**src/rtl/scf_pkg.sv**
```systemverilog
package scf_pkg;

    // Action taken on the write side in a cycle, after priority resolution
    typedef enum logic [1:0] {
        WA_HOLD   = 2'd0,
        WA_COMMIT = 2'd1,
        WA_DROP   = 2'd2
    } wr_act_e;

    // Discard outranks commit
    function automatic wr_act_e resolve_act(input logic commit, input logic discard);
        if (discard)     return WA_DROP;
        else if (commit) return WA_COMMIT;
        else             return WA_HOLD;
    endfunction

endpackage

```
**src/rtl/scf_wr_ctrl.sv**
```systemverilog
module scf_wr_ctrl #(
    parameter int DEPTH = 16,
    parameter int PTR_W = 5,
    parameter int CNT_W = 5
) (
    input  logic                 clk,
    input  logic                 rst,
    input  logic                 wr_en,
    input  scf_pkg::wr_act_e     act,
    input  logic [PTR_W-1:0]     rd_ptr,
    output logic [PTR_W-1:0]     spec_ptr,
    output logic [PTR_W-1:0]     com_ptr,
    output logic                 wr_accept,
    output logic                 full,
    output logic [CNT_W-1:0]     space
);
    import scf_pkg::*;

    logic [PTR_W-1:0] used;
    logic [PTR_W-1:0] spec_adv;

    assign used      = spec_ptr - rd_ptr;
    assign full      = (used == PTR_W'(DEPTH));
    assign space     = CNT_W'(PTR_W'(DEPTH) - used);
    assign wr_accept = wr_en && !full;
    assign spec_adv  = spec_ptr + PTR_W'(wr_accept);

    always_ff @(posedge clk) begin
        if (rst) begin
            spec_ptr <= '0;
            com_ptr  <= '0;
        end else begin
            unique case (act)
                WA_DROP: begin
                    spec_ptr <= com_ptr;
                end
                WA_COMMIT: begin
                    spec_ptr <= spec_adv;
                    com_ptr  <= spec_adv;
                end
                default: begin
                    spec_ptr <= spec_adv;
                end
            endcase
        end
    end
endmodule

```
**src/rtl/scf_rd_ctrl.sv**
```systemverilog
module scf_rd_ctrl #(
    parameter int PTR_W = 5,
    parameter int CNT_W = 5
) (
    input  logic             clk,
    input  logic             rst,
    input  logic             rd_en,
    input  logic [PTR_W-1:0] com_ptr,
    output logic [PTR_W-1:0] rd_ptr,
    output logic             empty,
    output logic [CNT_W-1:0] size
);
    logic [PTR_W-1:0] avail;

    assign avail = com_ptr - rd_ptr;
    assign empty = (avail == '0);
    assign size  = CNT_W'(avail);

    always_ff @(posedge clk) begin
        if (rst)               rd_ptr <= '0;
        else if (rd_en && !empty) rd_ptr <= rd_ptr + PTR_W'(1);
    end
endmodule

```
**src/rtl/scf_store.sv**
```systemverilog
module scf_store #(
    parameter int DEPTH  = 16,
    parameter int DATA_W = 8,
    parameter int ADDR_W = 4
) (
    input  logic              clk,
    input  logic              we,
    input  logic [ADDR_W-1:0] waddr,
    input  logic [DATA_W-1:0] wdata,
    input  logic [ADDR_W-1:0] raddr,
    output logic [DATA_W-1:0] rdata
);
    logic [DATA_W-1:0] cells [DEPTH];

    always_ff @(posedge clk) begin
        if (we) cells[waddr] <= wdata;
    end

    assign rdata = cells[raddr];
endmodule

```
**src/rtl/spec_commit_fifo.sv**
```systemverilog
module spec_commit_fifo #(
    parameter int DATA_W = 8,
    parameter int DEPTH  = 16,
    localparam int ADDR_W = $clog2(DEPTH),
    localparam int PTR_W  = ADDR_W + 1,
    localparam int CNT_W  = $clog2(DEPTH + 1)
) (
    input  logic              clk,
    input  logic              rst,
    input  logic [DATA_W-1:0] wr_data,
    input  logic              wr_en,
    input  logic              wr_commit,
    input  logic              wr_discard,
    output logic              wr_full,
    output logic [DATA_W-1:0] rd_data,
    input  logic              rd_en,
    output logic              rd_empty,
    output logic [CNT_W-1:0]  size,
    output logic [CNT_W-1:0]  space
);
    import scf_pkg::*;

    wr_act_e          act;
    logic [PTR_W-1:0] spec_ptr, com_ptr, rd_ptr;
    logic             wr_accept;
    logic             store_we;

    assign act      = resolve_act(wr_commit, wr_discard);
    // A word dropped in its own cycle never needs a slot
    assign store_we = wr_accept && (act != WA_DROP);

    scf_wr_ctrl #(.DEPTH(DEPTH), .PTR_W(PTR_W), .CNT_W(CNT_W)) u_wr (
        .clk       (clk),
        .rst       (rst),
        .wr_en     (wr_en),
        .act       (act),
        .rd_ptr    (rd_ptr),
        .spec_ptr  (spec_ptr),
        .com_ptr   (com_ptr),
        .wr_accept (wr_accept),
        .full      (wr_full),
        .space     (space)
    );

    scf_rd_ctrl #(.PTR_W(PTR_W), .CNT_W(CNT_W)) u_rd (
        .clk     (clk),
        .rst     (rst),
        .rd_en   (rd_en),
        .com_ptr (com_ptr),
        .rd_ptr  (rd_ptr),
        .empty   (rd_empty),
        .size    (size)
    );

    scf_store #(.DEPTH(DEPTH), .DATA_W(DATA_W), .ADDR_W(ADDR_W)) u_mem (
        .clk   (clk),
        .we    (store_we),
        .waddr (spec_ptr[ADDR_W-1:0]),
        .wdata (wr_data),
        .raddr (rd_ptr[ADDR_W-1:0]),
        .rdata (rd_data)
    );
endmodule

```
**config.mk**
```make
export PLATFORM = sky130hd
export DESIGN_NAME = spec_commit_fifo
export DESIGN_NICKNAME = d
export VERILOG_FILES = /design/src/rtl/scf_pkg.sv /design/src/rtl/scf_wr_ctrl.sv /design/src/rtl/scf_rd_ctrl.sv /design/src/rtl/scf_store.sv /design/src/rtl/spec_commit_fifo.sv
export SDC_FILE = /design/constraint.sdc
export NUM_CORES = 1
export LEC_CHECK = 0
export ABC_AREA = 1
export BUFFER_PORTS_ARGS = -buffer_cell sky130_fd_sc_hd__clkbuf_2
export CELL_PAD_IN_SITES_DETAIL_PLACEMENT = 0
export CELL_PAD_IN_SITES_GLOBAL_PLACEMENT = 1
export CORE_ASPECT_RATIO = 0.75
export CORE_MARGIN = 4
export CORE_UTILIZATION = 40
export DETAILED_ROUTE_END_ITERATION = 10
export PLACE_DENSITY = 0.71
export SYNTH_ARGS = -nofsm -noshare
export SYNTH_HDL_FRONTEND = slang
export SYNTH_HIERARCHICAL = 1
export SYNTH_SLANG_ARGS = --single-unit
```
**constraint.sdc**
```tcl
create_clock -name clk -period 5.1 [get_ports clk]
set_input_delay 1.02 -clock clk [delete_from_list [all_inputs] [get_ports clk]]
set_output_delay 1.02 -clock clk [all_outputs]
set_load 0.02 [all_outputs]
```
==> results.ini, run 1 <==
[detailed_routing]
ant_nets = 0
viasPerCell = 5.03
drt_iter0_markers = 434
wl_um = 16900
first_pass_iters = 8
drc = 0
detail_route.wl_per_cell_um = 17.3
vias = 4919

[logic_synthesis]
syn_avg_cell_area_sq_um = 9.38
synth_top_family_by_area = simple AND/OR/NAND/NOR gates
synth-xor-area-share_pct = 0.515
yosys.cell_types.count = 26
syn_nets = 754
postSynthCellCount = 725
ys_top_cells_by_area = edfxtp_1 56%, nand2_1 11%, nand3_1 8.8%
ys_seq_elements = 143
netlist_area_sq_um = 6800
synthMuxAreaShare_pct = 0
synth_simple_gate_area_share_pct = 23.4
yosysSeqAreaShare_pct = 60.9
synth-compound-area-share_pct = 1.64
synth_top_cell_by_area = edfxtp_1
synth_warnings = 6
yosysTopAreaCellShare_pct = 56.5
yosys.area_share.adder_pct = 2.98

[setup_path]
critical_path_required_ns = 4.08
crit_path_start_kind = flop
rr_startpoint = u_wr/spec_ptr[0]
critPathKind = reg2out
crit_arrival_ns = 2.97
end_kind = primary output
startpoint = u_rd/rd_ptr[0]
critical_path.max_fanout = 70

[placed_design]
place_congestion = 0.900
io_buffers = 33
dp.cells = 946
hpwl_um = 11100
dp_slack_ns = 1.46
place_area_sq_um = 7080

[sta]
clock.fmax_mhz = 250
hold_viol = 0
drv_slew = 0
rsz0062_at_grt = false
fin_crit_sh_pct = 78.3
timing.setup.tns_ns = 0
finalSetupViolCount = 0
fin_skew_ns = 0.00715
slew_headroom_pct = 27.2
max_slew.worst_pin.slew_ns = 1.09
setup_ws_ns = 1.11
finalCriticalPeriod_ns = 3.99

[clocking]
clock_sinks = 143
postCtsSetupBuffers = 0
htree_levels = 4
cts_tree = done
cts_resized = 0
cts-buffers-inserted = 17
cts_hold_buffers = 0
clk_latency_ns = 0.42
cts-root-buf = clkbuf_16
cts.clk_slew.worst_paths_ns = 0.06
clk_path_buf_depth = 2

[finish]
areaGrowthSynthToFinish_pct = 12.3
antenna_cells = 0
finalNetCount = 784
fillerInstances = 1490
stdcell_count = 978
drive_gt1_share_pct = 9.51
fin_area_sq_um = 7640

[global_routing]
antenna_found_initial = 0
grt_usage_pct = 18.4
grt_max_degree = 71
grt_pass1_wl_um = 25800
overflow = 0
grt_pass1_vias = 4744

[die]
initial_core_util_pct = 41.6
die_y_um = 121
rows = 40
io_pins = 34
die_w_um = 159
core_area_sq_um = 16400
die_area_sq_um = 19200

[power_and_ir_drop]
leakage_nw = 3.38
powerDensity_nw_per_um2 = 391
irDropWorstVdd_v = 0.000236

[min_path]
holdCritStartpoint = u_wr/com_ptr[0]
min_path_type = reg2reg

[job]
cap_violations = 0

[run_status]
outcome = finished, final reports clean

registers in the layout, summed over array words and instances, names as in the netlist:
name and cells:
u_wr/spec_ptr 5, u_mem/cells 128, u_rd/rd_ptr 5, u_wr/com_ptr 5
logic make-up (layout without fill, tap and decap cells):
kind of cell,count (synthesis),count (layout)
xor+xnor,4,4
flops,143,143
simple gates,373,373
compound gates,21,21
buf+inv,169,212
fa+ha+maj,15,15
power breakdown:
part	internal (W)	total [W]	leakage, nW	switching [W]
clock network	0.000712	0.00115	0.283	0.000441
logic	0.000153	0.000523	1.83	0.000370
registers	0.00130	0.00131	1.28	0.0000127
worst max-delay path, cell delays in order (launching register included):
cell and delay (ns):
dfxtp_2 0.32, buf_4 0.56, ha_1 0.26, inv_1 0.06, fa_1 0.46, or2_1 0.24
nor2_1 0.12, nand3_2 0.22, inv_1 0.10, clkbuf_2 0.17
per-layer routing:
| layer | wire [um] | track usage, % | up-vias |
|---|---|---|---|
| met5 | 0 | 0 | - |
| met2 | 7480 | 27.3 | 194 |
| met4 | 426 | 7.19 | 0 |
| met1 | 7660 | 25.9 | 2308 |
| li1 | - | - | 2383 |
| met3 | 1330 | 4.71 | 34 |
cells in the mapped netlist:
cell / instances
a21boi_2: 1
a21oi_1: 14
buf_1: 1
buf_2: 13
buf_4: 4
buf_6: 7
dfxtp_1: 15
edfxtp_1: 128
fa_1: 2
ha_1: 13
inv_1: 142
inv_2: 2
nand2_1: 205
nand2_2: 1
nand3_1: 119
nand3_2: 2
nand3b_1: 2
nand4_1: 3
nor2_1: 37
nor2_2: 1
nor2_4: 1
nor3_1: 1
o21ai_0: 6
or2_1: 1
xnor2_1: 2
xor2_1: 2
worst paths after layout:
path	endpoint	slack [ns]	depth (start not counted)
setup / recovery	rd_empty	1.11	9
hold / removal	u_wr/com_ptr[0]	0.54	2
setup reg to reg	u_mem/cells[8][5]	1.46	13
hold reg to reg	u_wr/com_ptr[0]	0.54	2
cells in the final DEF (no fill, tap or decap), types with 2 or more instances in the layout:
master     synthesis  routed
nor2_1            37      37
buf_4              4       3
nand2_1          205     205
nand4_1            3       3
inv_1            142     142
clkbuf_16          0      18
xnor2_1            2       2
xor2_1             2       2
clkbuf_1           0       4
inv_2              2       2
fa_1               2       2
nand3b_1           2       2
dfxtp_1           15      14
edfxtp_1         128     128
ha_1              13      13
nand3_2            2       2
a21oi_1           14      14
clkbuf_2           0      33
nand3_1          119     119
clkinv_2           0       4
o21ai_0            6       6
clkbuf_8           0       5
final cells by class:
cell class	count	area [sq um]	area share (%)
timing repair buffer	36	188	2.46
clock inverter	5	26.3	0.344
sequential	143	4150	54.3
inverter	144	541	7.08
tap	210	263	3.44
multi-input combinational	413	1940	25.4
clock buffer	27	534	6.99
metrics by stage:
stage | total power [W] | hold WS (ns) | utilization (%)
6_report | 0.00298 | 0.544 | 46.7
5_1_grt | 0.00312 | 0.591 | 46.7
4_1_cts | 0.00301 | 0.548 | 46.7
3_5_place_dp | 0.00186 | 0.536 | 43.2
3_3_place_gp | 0.00186 | 0.534 | 43.2
2_1_floorplan | 0.00170 | 0.493 | -
(Power assumes the default switching activity.)
==> run 2, diff against run 1 <==
--- a/config.mk
+++ b/config.mk
@@ -5,7 +5,7 @@
 export SDC_FILE = /design/constraint.sdc
 export NUM_CORES = 1
 export LEC_CHECK = 0
-export ABC_AREA = 1
+export ABC_AREA = 0
 export BUFFER_PORTS_ARGS = -buffer_cell sky130_fd_sc_hd__clkbuf_2
 export CELL_PAD_IN_SITES_DETAIL_PLACEMENT = 0
 export CELL_PAD_IN_SITES_GLOBAL_PLACEMENT = 1
@@ -13,7 +13,7 @@
 export CORE_MARGIN = 4
 export CORE_UTILIZATION = 40
 export DETAILED_ROUTE_END_ITERATION = 10
-export PLACE_DENSITY = 0.71
+export PLACE_DENSITY = 0.66
 export SYNTH_ARGS = -nofsm -noshare
 export SYNTH_HDL_FRONTEND = slang
 export SYNTH_HIERARCHICAL = 1
==> constraint.sdc (replaced) <==
create_clock -name clk -period 4.15 [get_ports clk]
set_input_delay 0.83 -clock clk [delete_from_list [all_inputs] [get_ports clk]]
set_output_delay 0.83 -clock clk [all_outputs]
set_load 0.02 [all_outputs]
==> run 2 against run 1 <==
Setup slack lost 0.69 ns. Worst hold slack lost 0.0037 ns. Critical path depth increased by 1. Count of clock-buffer cells in the layout decreased by 9. Core utilization rose by 1.9 points. Routed wire length shrank 26%. Highest routed layer unchanged. Sequential share of layout area grew 3.4 points. Global-route usage decreased by 2.8 points. Register-to-register slack lost 0.74 ns. Sequential cell count stayed put. Combinational power rose by 110%. Die area shrank 9.0%.
==> results.ini, run 2 <==
[logic_synthesis]
synth_top_cell_by_area = edfxtp_1
netlist_area_sq_um = 6150
yosys-top-cells-count = 128 x edfxtp_1, 32 x nor2_1, 18 x mux4_2
syn_avg_cell_area_sq_um = 17.7
async_flop_share_pct = 0
synthFlopType = edfxtp_1
synth_warnings = 6
yosysTopAreaCellShare_pct = 62.5
synth-edff-count = 128
synth_most_common_cell = edfxtp_1
syn_nets = 377
postSynthCellCount = 348
yosys.cell_types.count = 43
ys_top_cells_by_area = edfxtp_1 62%, mux4_2 6.6%, mux4_1 6.0%
ys_seq_elements = 143
yosysSeqAreaShare_pct = 67.3

[setup_path]
rr_startpoint = u_wr/spec_ptr[0]
crit_arrival_ns = 2.90
critPathKind = reg2out
crit_path_start_kind = flop
end_kind = primary output
r2r_slack_ns = 0.72
r2r-end = u_mem/cells[0][2]
critical_path.max_fanout = 21
startpoint = u_rd/rd_ptr[0]
critical_path_required_ns = 3.32
reg2reg_depth = 12

[detailed_routing]
ant_nets = 0
wl_um = 12500
drt_iter0_markers = 243
viasPerCell = 5.17
drc = 0
detail_route.wl_per_cell_um = 20.2
vias = 3192
first_pass_iters = 4

[global_routing]
grt_usage_pct = 15.6
grt_max_degree = 22
grt_pass1_vias = 3348
antenna_found_initial = 0
overflow = 0
grt_pass1_wl_um = 19600

[finish]
largest_reg_flops = 128
drive_gt1_share_pct = 27.3
mostFrequentLayoutCells = 128 x edfxtp_1, 33 x clkbuf_2, 32 x nor2_1, 20 x buf_4, 18 x mux4_2
antenna_cells = 0
fin_util_pct = 48.6
final_common_cell = edfxtp_1
areaGrowthSynthToFinish_pct = 16.8
largest-register = u_mem/cells
finalNetCount = 435

[die]
initial_core_util_pct = 41.6
core_area_sq_um = 14800
rows = 38
io_pins = 34
die_area_sq_um = 17500
die_w_um = 151
die_y_um = 115

[sta]
drv_slew = 0
hold_viol = 0
rsz0062_at_grt = false
fin_skew_ns = 0.00592
max_slew.worst_pin.slew_ns = 0.645
finalSetupViolCount = 0
finalCriticalPeriod_ns = 3.73
timing.setup.tns_ns = 0
worst_hold_slack_ns = 0.540
slew_headroom_pct = 56.9
clock.fmax_mhz = 268
fin_crit_sh_pct = 89.9

[clocking]
cts_hold_buffers = 0
cts-buffers-inserted = 17
cts_resized = 0
cts_tree = done
cts-root-buf = clkbuf_16
postCtsSetupBuffers = 0
clock_sinks = 143
clk_path_buf_depth = 2
cts.clk_slew.worst_paths_ns = 0.06
clk_latency_ns = 0.41
htree_levels = 4

[min_path]
holdCritStartpoint = u_wr/com_ptr[2]
worstHoldPathCells = 2
min_path_type = reg2reg
holdPathEnd = u_wr/com_ptr[2]

[run_status]
outcome = finished, final reports clean

[power_and_ir_drop]
powerDensity_nw_per_um2 = 580
leakage_nw = 2.49
irDropWorstVdd_v = 0.000266
power_w = 0.00417

[job]
cap_violations = 0

[placed_design]
place_congestion = 0.780
io_buffers = 33
hpwl_um = 8370

run 2: changes by cell type after synthesis, moves of 8 or more:
| cell | delta |
|---|---|
| a21oi_1 | -11 |
| a22oi_1 | +16 |
| buf_2 | -8 |
| inv_1 | -128 |
| mux2i_1 | +9 |
| mux4_1 | +14 |
| mux4_2 | +18 |
| nand2_1 | -194 |
| nand3_1 | -115 |
run 2: how the worst max path moves through the flow:
stage	end	cells after the start
2_1_floorplan	u_mem/cells[0][0]	11
3_3_place_gp	u_mem/cells[0][0]	12
3_5_place_dp	u_mem/cells[0][2]	12
4_1_cts	rd_empty	10
5_1_grt	rd_empty	10
6_report	rd_empty	10
run 2: cell type report:
class	instances	area [sq um]
clock inverters	13	141
inverters	14	52.6
well taps	200	250
flip-flops and latches	143	4150
multi-input cells	177	1850
clock buffers	18	429
fillers	1250	7600
repair buffers	53	315
run 2: worst max-delay path, stage by stage (launching register included):
cell	delay (ns)
dfxtp_2	0.34
buf_4	0.35
ha_1	0.23
inv_1	0.06
fa_1	0.40
a21o_1	0.20
a21oi_2	0.14
xnor2_1	0.25
inv_1	0.11
nor3_1	0.22
clkbuf_2	0.20
run 2: through the flow:
step	instances	worst slack [ns]	area [sq um]
final	618	0.420	7190
after global routing	618	0.171	7190
after CTS	618	0.344	7190
after detailed placement	587	0.748	6620
after global placement	587	0.845	6620
after floorplan	348	0.548	6150
run 2: layer usage:
| layer | wire length (um) | GRT usage, % | vias up |
|---|---|---|---|
| met3 | 518 | 2.93 | 17 |
| li1 | - | - | 1488 |
| met2 | 5830 | 23.1 | 65 |
| met4 | 199 | 6.64 | 0 |
| met1 | 5940 | 22.9 | 1622 |
| met5 | 0 | 0 | - |
run 2: logic make-up (layout without fill, tap and decap cells):
kind of cell	after synthesis	in the layout	synth area share (%)
flops	143	143	67.3
mux	45	45	14.8
compound gates	30	30	4.01
xor+xnor	12	12	1.95
buf+inv	28	98	2.54
fa+ha+maj	15	15	3.29
simple gates	75	75	6.04
run 2: report_power, final:
part,switching [W],internal (W),leakage [nW],total [W]
Sequential,0.0000264,0.00160,1.27,0.00162
Combinational,0.000628,0.000454,0.939,0.00108
Clock,0.000578,0.000883,0.273,0.00146
